--- src/rtl/rcore_pkg.sv ---
package rcore_pkg;

  localparam int unsigned WORD_W = 32;
  localparam int unsigned REG_AW = 5;

  localparam logic [5:0] OPC_RTYPE = 6'h00;
  localparam logic [5:0] OPC_LOAD  = 6'h23;
  localparam logic [5:0] OPC_STORE = 6'h2B;
  localparam logic [5:0] OPC_BEQ   = 6'h04;

  localparam logic [5:0] FN_ADD = 6'h20;
  localparam logic [5:0] FN_SUB = 6'h22;
  localparam logic [5:0] FN_AND = 6'h24;
  localparam logic [5:0] FN_OR  = 6'h25;
  localparam logic [5:0] FN_SLT = 6'h2A;

  typedef enum logic [2:0] {
    ALU_ADD,
    ALU_SUB,
    ALU_AND,
    ALU_OR,
    ALU_SLT,
    ALU_XOR
  } alu_op_e;

  typedef struct packed {
    logic    reg_write;
    logic    dst_is_rd;
    logic    b_is_imm;
    logic    wb_from_mem;
    logic    mem_write;
    logic    is_branch;
    alu_op_e alu_op;
  } ctrl_t;

endpackage

--- src/rtl/rcore_ctrl.sv ---
module rcore_ctrl
  import rcore_pkg::*;
(
  input  logic [5:0] opcode_i,
  input  logic [5:0] func_i,
  output ctrl_t      ctrl_o
);

  always_comb begin
    ctrl_o = '{reg_write: 1'b0, dst_is_rd: 1'b0, b_is_imm: 1'b0,
               wb_from_mem: 1'b0, mem_write: 1'b0, is_branch: 1'b0,
               alu_op: ALU_ADD};
    unique case (opcode_i)
      OPC_RTYPE: begin
        ctrl_o.dst_is_rd = 1'b1;
        ctrl_o.reg_write = 1'b1;
        case (func_i)
          FN_ADD:  ctrl_o.alu_op = ALU_ADD;
          FN_SUB:  ctrl_o.alu_op = ALU_SUB;
          FN_AND:  ctrl_o.alu_op = ALU_AND;
          FN_OR:   ctrl_o.alu_op = ALU_OR;
          FN_SLT:  ctrl_o.alu_op = ALU_SLT;
          default: ctrl_o.reg_write = 1'b0;
        endcase
      end
      OPC_LOAD: begin
        ctrl_o.reg_write   = 1'b1;
        ctrl_o.b_is_imm    = 1'b1;
        ctrl_o.wb_from_mem = 1'b1;
      end
      OPC_STORE: begin
        ctrl_o.b_is_imm  = 1'b1;
        ctrl_o.mem_write = 1'b1;
      end
      OPC_BEQ: begin
        ctrl_o.is_branch = 1'b1;
        ctrl_o.alu_op    = ALU_XOR;
      end
      default: ;
    endcase
  end

endmodule

--- src/rtl/rcore_alu.sv ---
module rcore_alu
  import rcore_pkg::*;
(
  input  alu_op_e             op_i,
  input  logic [WORD_W-1:0]   a_i,
  input  logic [WORD_W-1:0]   b_i,
  output logic [WORD_W-1:0]   res_o,
  output logic                zero_o
);

  always_comb begin
    unique case (op_i)
      ALU_ADD: res_o = a_i + b_i;
      ALU_SUB: res_o = a_i - b_i;
      ALU_AND: res_o = a_i & b_i;
      ALU_OR:  res_o = a_i | b_i;
      ALU_SLT: res_o = ($signed(a_i) < $signed(b_i)) ? WORD_W'(1) : '0;
      ALU_XOR: res_o = a_i ^ b_i;
      default: res_o = '0;
    endcase
  end

  assign zero_o = (res_o == '0);

endmodule

--- src/rtl/rcore_regfile.sv ---
module rcore_regfile
  import rcore_pkg::*;
#(
  parameter int unsigned NREGS = 32,
  localparam int unsigned AW = $clog2(NREGS)
) (
  input  logic              clk_i,
  input  logic              rst_n_i,
  input  logic [AW-1:0]     ra_idx_i,
  input  logic [AW-1:0]     rb_idx_i,
  output logic [WORD_W-1:0] ra_val_o,
  output logic [WORD_W-1:0] rb_val_o,
  input  logic              we_i,
  input  logic [AW-1:0]     w_idx_i,
  input  logic [WORD_W-1:0] w_val_i
);

  logic [WORD_W-1:0] regs_q [NREGS];

  // Entry 0 is never stored; its read port returns zero.
  generate
    for (genvar g = 1; g < NREGS; g++) begin : g_reg
      logic load_en;
      assign load_en = we_i && (w_idx_i == AW'(g));
      always_ff @(posedge clk_i or negedge rst_n_i) begin
        if (!rst_n_i)     regs_q[g] <= '0;
        else if (load_en) regs_q[g] <= w_val_i;
      end
    end
  endgenerate
  assign regs_q[0] = '0;

  assign ra_val_o = regs_q[ra_idx_i];
  assign rb_val_o = regs_q[rb_idx_i];

endmodule

--- src/rtl/rcore_dmem.sv ---
module rcore_dmem
  import rcore_pkg::*;
#(
  parameter int unsigned WORDS = 16,
  parameter logic [WORDS*WORD_W-1:0] INIT = '0,
  localparam int unsigned AW = $clog2(WORDS)
) (
  input  logic              clk_i,
  input  logic              rst_n_i,
  input  logic              we_i,
  input  logic [AW-1:0]     idx_i,
  input  logic [WORD_W-1:0] wdata_i,
  output logic [WORD_W-1:0] rdata_o
);

  logic [WORD_W-1:0] mem_q [WORDS];

  generate
    for (genvar g = 0; g < WORDS; g++) begin : g_word
      logic load_en;
      assign load_en = we_i && (idx_i == AW'(g));
      always_ff @(posedge clk_i or negedge rst_n_i) begin
        if (!rst_n_i)     mem_q[g] <= INIT[g*WORD_W +: WORD_W];
        else if (load_en) mem_q[g] <= wdata_i;
      end
    end
  endgenerate

  assign rdata_o = mem_q[idx_i];

endmodule

--- src/rtl/rcore_top.sv ---
module rcore_top
  import rcore_pkg::*;
#(
  parameter int unsigned IMEM_WORDS = 32,
  parameter int unsigned DMEM_WORDS = 16,
  parameter logic [IMEM_WORDS*WORD_W-1:0] IMAGE     = '0,
  parameter logic [DMEM_WORDS*WORD_W-1:0] DATA_INIT = '0
) (
  input  logic              clk_i,
  input  logic              rst_n_i,
  output logic [WORD_W-1:0] dbg_pc_o,
  output logic              dbg_wr_en_o,
  output logic [REG_AW-1:0] dbg_wr_idx_o,
  output logic [WORD_W-1:0] dbg_wr_data_o
);

  localparam int unsigned IAW = $clog2(IMEM_WORDS);
  localparam int unsigned DAW = $clog2(DMEM_WORDS);

  // Reset: asserted at once, released after two clock edges.
  logic [1:0] rst_sync_q;
  logic       core_rst_n;
  always_ff @(posedge clk_i or negedge rst_n_i) begin
    if (!rst_n_i) rst_sync_q <= '0;
    else          rst_sync_q <= {rst_sync_q[0], 1'b1};
  end
  assign core_rst_n = rst_sync_q[1];

  // Program counter: next-state logic, then the register.
  logic [WORD_W-1:0] pc_q, pc_d, pc_plus4, br_target;
  logic              br_taken;
  logic [WORD_W-1:0] imm_ext;

  assign pc_plus4  = pc_q + WORD_W'(4);
  assign br_target = pc_plus4 + {imm_ext[WORD_W-3:0], 2'b00};
  assign pc_d      = br_taken ? br_target : pc_plus4;

  always_ff @(posedge clk_i or negedge core_rst_n) begin
    if (!core_rst_n) pc_q <= '0;
    else             pc_q <= pc_d;
  end

  // Instruction store built from the image parameter.
  logic [WORD_W-1:0] rom [IMEM_WORDS];
  generate
    for (genvar g = 0; g < IMEM_WORDS; g++) begin : g_rom
      assign rom[g] = IMAGE[g*WORD_W +: WORD_W];
    end
  endgenerate

  logic [WORD_W-1:0] instr;
  logic [5:0]        opcode, func;
  logic [REG_AW-1:0] rs_idx, rt_idx, rd_idx;
  logic              unused_fields;

  assign instr   = rom[pc_q[IAW+1:2]];
  assign opcode  = instr[31:26];
  assign rs_idx  = instr[25:21];
  assign rt_idx  = instr[20:16];
  assign rd_idx  = instr[15:11];
  assign func    = instr[5:0];
  assign imm_ext = {{(WORD_W-16){instr[15]}}, instr[15:0]};
  assign unused_fields = ^instr[10:6];

  ctrl_t ctrl;
  rcore_ctrl u_ctrl (
    .opcode_i (opcode),
    .func_i   (func),
    .ctrl_o   (ctrl)
  );

  // Register file and write-back selection.
  logic [WORD_W-1:0] rs_val, rt_val, wb_val, alu_res, mem_rdata;
  logic [REG_AW-1:0] wb_idx;
  logic              reg_we;

  assign wb_idx = ctrl.dst_is_rd   ? rd_idx    : rt_idx;
  assign wb_val = ctrl.wb_from_mem ? mem_rdata : alu_res;
  assign reg_we = core_rst_n && ctrl.reg_write && (wb_idx != '0);

  rcore_regfile #(.NREGS(1 << REG_AW)) u_rf (
    .clk_i    (clk_i),
    .rst_n_i  (core_rst_n),
    .ra_idx_i (rs_idx),
    .rb_idx_i (rt_idx),
    .ra_val_o (rs_val),
    .rb_val_o (rt_val),
    .we_i     (reg_we),
    .w_idx_i  (wb_idx),
    .w_val_i  (wb_val)
  );

  // Execute.
  logic [WORD_W-1:0] alu_b;
  logic              alu_zero;
  assign alu_b    = ctrl.b_is_imm ? imm_ext : rt_val;
  assign br_taken = ctrl.is_branch && alu_zero;

  rcore_alu u_alu (
    .op_i   (ctrl.alu_op),
    .a_i    (rs_val),
    .b_i    (alu_b),
    .res_o  (alu_res),
    .zero_o (alu_zero)
  );

  // Data memory.
  logic mem_we;
  assign mem_we = core_rst_n && ctrl.mem_write;

  rcore_dmem #(.WORDS(DMEM_WORDS), .INIT(DATA_INIT)) u_dmem (
    .clk_i   (clk_i),
    .rst_n_i (core_rst_n),
    .we_i    (mem_we),
    .idx_i   (alu_res[DAW+1:2]),
    .wdata_i (rt_val),
    .rdata_o (mem_rdata)
  );

  assign dbg_pc_o      = pc_q;
  assign dbg_wr_en_o   = reg_we;
  assign dbg_wr_idx_o  = wb_idx;
  assign dbg_wr_data_o = wb_val;

endmodule

--- config.mk ---
export PLATFORM = sky130hd
export DESIGN_NAME = rcore_top
export DESIGN_NICKNAME = d
export VERILOG_FILES = /design/src/rtl/rcore_pkg.sv /design/src/rtl/rcore_ctrl.sv /design/src/rtl/rcore_alu.sv /design/src/rtl/rcore_regfile.sv /design/src/rtl/rcore_dmem.sv /design/src/rtl/rcore_top.sv
export SDC_FILE = /design/constraint.sdc
export NUM_CORES = 1
export LEC_CHECK = 0
export BUFFER_PORTS_ARGS = -buffer_cell sky130_fd_sc_hd__buf_4
export CAP_MARGIN = 20
export CORE_UTILIZATION = 42
export CTS_BUF_LIST = sky130_fd_sc_hd__clkbuf_4 sky130_fd_sc_hd__clkbuf_8 sky130_fd_sc_hd__clkbuf_16
export DETAILED_ROUTE_END_ITERATION = 8
export PLACE_DENSITY = 0.79
export SLEW_MARGIN = 30
export SYNTH_ARGS = -nofsm -noshare
export SYNTH_HDL_FRONTEND = slang
export SYNTH_SLANG_ARGS = --single-unit
--- constraint.sdc ---
create_clock -name clk_i -period 0.9 [get_ports clk_i]
set_input_delay 0.27 -clock clk_i [delete_from_list [all_inputs] [get_ports clk_i]]
set_output_delay 0.27 -clock clk_i [all_outputs]
set_load 0.05 [all_outputs]
==> key figures <==
Status
  • Outcome: finished with violations
  • Violated checks: setup timing

Drt
  • Post-Route WL: about 5.7 mm
  • Via density: roughly 4.6
  • Routed wire per std cell: 17.88 µm
  • Routed Antenna Nets: 0
  • Via Count: about 1.5k
  • DR DRC count: 0
  • Initial drt markers: between 60 and 70
  • DRT Pass-1 Iters: 4

Floorplanning
  • Die area: 4246 µm²
  • Std cell rows: 22
  • Die Wd: 65.16 µm
  • Initial Util: around 45%
  • Core Region: around 3700 µm²
  • Die Y-Extent: around 65 µm
  • Top Ports: 72

Synth
  • Yosys reg bits: 32
  • Yosys top cell by area: dfrtp_1
  • Post-synthesis sequential area ratio: between 40% and 50%
  • Synth cell types: 19
  • Avg Inst Size Synth: approximately 11 µm²
  • Synth top area cells: dfrtp_1 (48%), buf_4 (18%), xnor2_1 (12%)
  • Share of Yosys cell area claimed by the top area cell type: between 40% and 50%
  • Synthesized area: 1675 µm²
  • Cells after Synth: about 150
  • YS warnings: 0

GRT
  • First-pass GRT wire length: 7.286 mm
  • Total Routing Usage GR: approximately a quarter
  • Initial antenna violation count: 0
  • Remaining global-route overflow: 0
  • Vias in the first global route: about 1.5k
  • Pin count of the biggest net entering global routing: 16

Clocking
  • Num CTS Buffers: 5
  • CTS tree: built
  • Clk sinks: 32
  • Register clock-pin slew on the reported worst setup and hold paths: roughly 0.070 ns
  • Maximum root-to-sink buffer count: 2
  • Clock Tree Root: clkbuf_8
  • Worst-Skew Late Latency: roughly 0.3 ns
  • CTS H-tree depth: 2

Power and ir drop
  • Total power: around 3100 µW
  • Worst vdd ir: 0.9421 mV
  • PD cells: about 990 nW/µm²
  • Leakage: 0.001562 µW

Worst setup path
  • Worst-case reg-to-reg path depth: 4
  • Startpoint types: flip-flop
  • Worst path required time: between 1 and 1.5 ns
  • RR Startpoint: dbg_pc_o[16]
  • Worst Setup SP: dbg_pc_o[16]
  • Crit path kind: reg -> reg
  • Critical Path AT: 1.64 ns
  • Critical-path maximum fanout: 5
  • CP Capture Type: flip-flop

STA
  • Post-layout min period: between 1 and 1.5 ns
  • Hold Violations, Final: 0
  • Period utilization: 163.0%
  • Clock skew: 0.005841 ns
  • Finish-stage setup viols: 58
  • Fin worst setup slack: -0.5669 ns
  • Fmax: ~680 MHz
  • Unrepaired setup endpoints after global routing: yes
  • Max-slew violations: 0

Hold path
  • Worst min-delay path category: reg -> async

Placement
  • Placer Congestion: 0.7407
  • Post-detail-place hpwl: 2.527 mm
  • Port-buffer cells: 31

Cells and area
  • Commonest non-fill, non-tap cell in the layout: buf_4
  • Fraction of layout cells with a size suffix above 1: 66.54%
  • Final core occ: between 80% and 90%
  • Area growth syn-to-layout: 84.99%
  • Diodes inserted: 0
  • Final #Nets: around 270
  • Commonest non-fill, non-tap cells in the layout: buf_4 (43), conb_1 (41), buf_6 (40), dfrtp_2 (29), buf_8 (24)

Run
  • MaxCap Viol Count: 0
## path summary, 6_finish.rpt
check                           endpoint  slack, ns
min reg2reg                  dbg_pc_o[4]       0.21
max reg2reg                 dbg_pc_o[30]      -0.57
min in group clk_i         rst_sync_q[1]       0.36
max                         dbg_pc_o[30]      -0.57
min                          dbg_pc_o[4]       0.21
max in group asynchronous    dbg_pc_o[9]       0.49
## power by group
group | internal [µW] | leakage (µW) | switching, µW
Combinational | 11.4 | 0.00112 | 393
Clock | 684 | 0.0000523 | 548
Sequential | 1440 | 0.000388 | 1.66
Total | 2140 | 0.00156 | 943
## worst max-delay path: stages, from the launching register on
cell      delay (ns)
dfrtp_2         0.37
nand4_1         0.16
and4bb_4        0.47
nand4_1         0.18
xnor2_1         0.17
## per-stage QoR
step                      area (µm²)  TNS (ns)  worst slack (ns)  hold slack, ns  cells
after floorplan                 1888    -13.29           -0.5909        -0.02559    192
after global placement          2196    -10.61           -0.3977         0.05349    273
after detailed placement        2196    -11.34           -0.4261         0.05337    273
after CTS                       2908    -19.54           -0.4489          0.2150    311
after global routing            3099    -24.45           -0.6232          0.2281    317
final                           3099    -22.16           -0.5669          0.2080    317
## synth_stat cells
cell type,count
nand2_1,9
and4_1,3
nand4_4,1
ha_1,1
nand3_2,1
inv_1,3
xor2_1,6
and4bb_2,1
xnor2_1,22
and4_2,1
and3_1,3
nand4_1,8
conb_1,2
nand3_1,11
dfrtp_1,32
buf_4,40
nor3_1,1
nor2_1,6
nor3_4,2
## layer usage
metal,global-route usage [%],up-vias,part of all wire [%]
li1,-,659,-
met1,25.31,726,36
met2,43.81,63,57
met3,6.076,11,3.9
met4,17.39,0,3.0
met5,0,-,0
## repair_timing
item	4_1_cts	5_1_grt
endpoints found under the setup margin	58	58
gates resized for setup	99	36
hold endpoints to repair	2	0
setup buffers	29	17
hold buffers	1	0
pin swaps	20	22
## registers in the layout, summed over array words and instances (netlist names)
name        count
dbg_pc_o       30
rst_sync_q      2
## final cells by class
type	instances	area (µm²)
Clock buffer	8	97.59
Fill cell	212	644.4
Inverter	3	11.26
Multi-Input combinational cell	117	929.6
Sequential cell	32	837.1
Tap cell	48	60.06
Timing Repair Buffer	109	1164
## logic make-up (layout without fill, tap and decap cells)
family	after synthesis	after routing	synth area share, %
buffers and inverters	43	120	18.60
adders and majority gates	1	1	0.7467
xor gates and xnor gates	28	28	14.64
and+or+nand+nor	47	47	17.77
DFF	32	32	47.80
other	2	41	0.4483
No activity file was read; power rests on OpenSTA's default activity.
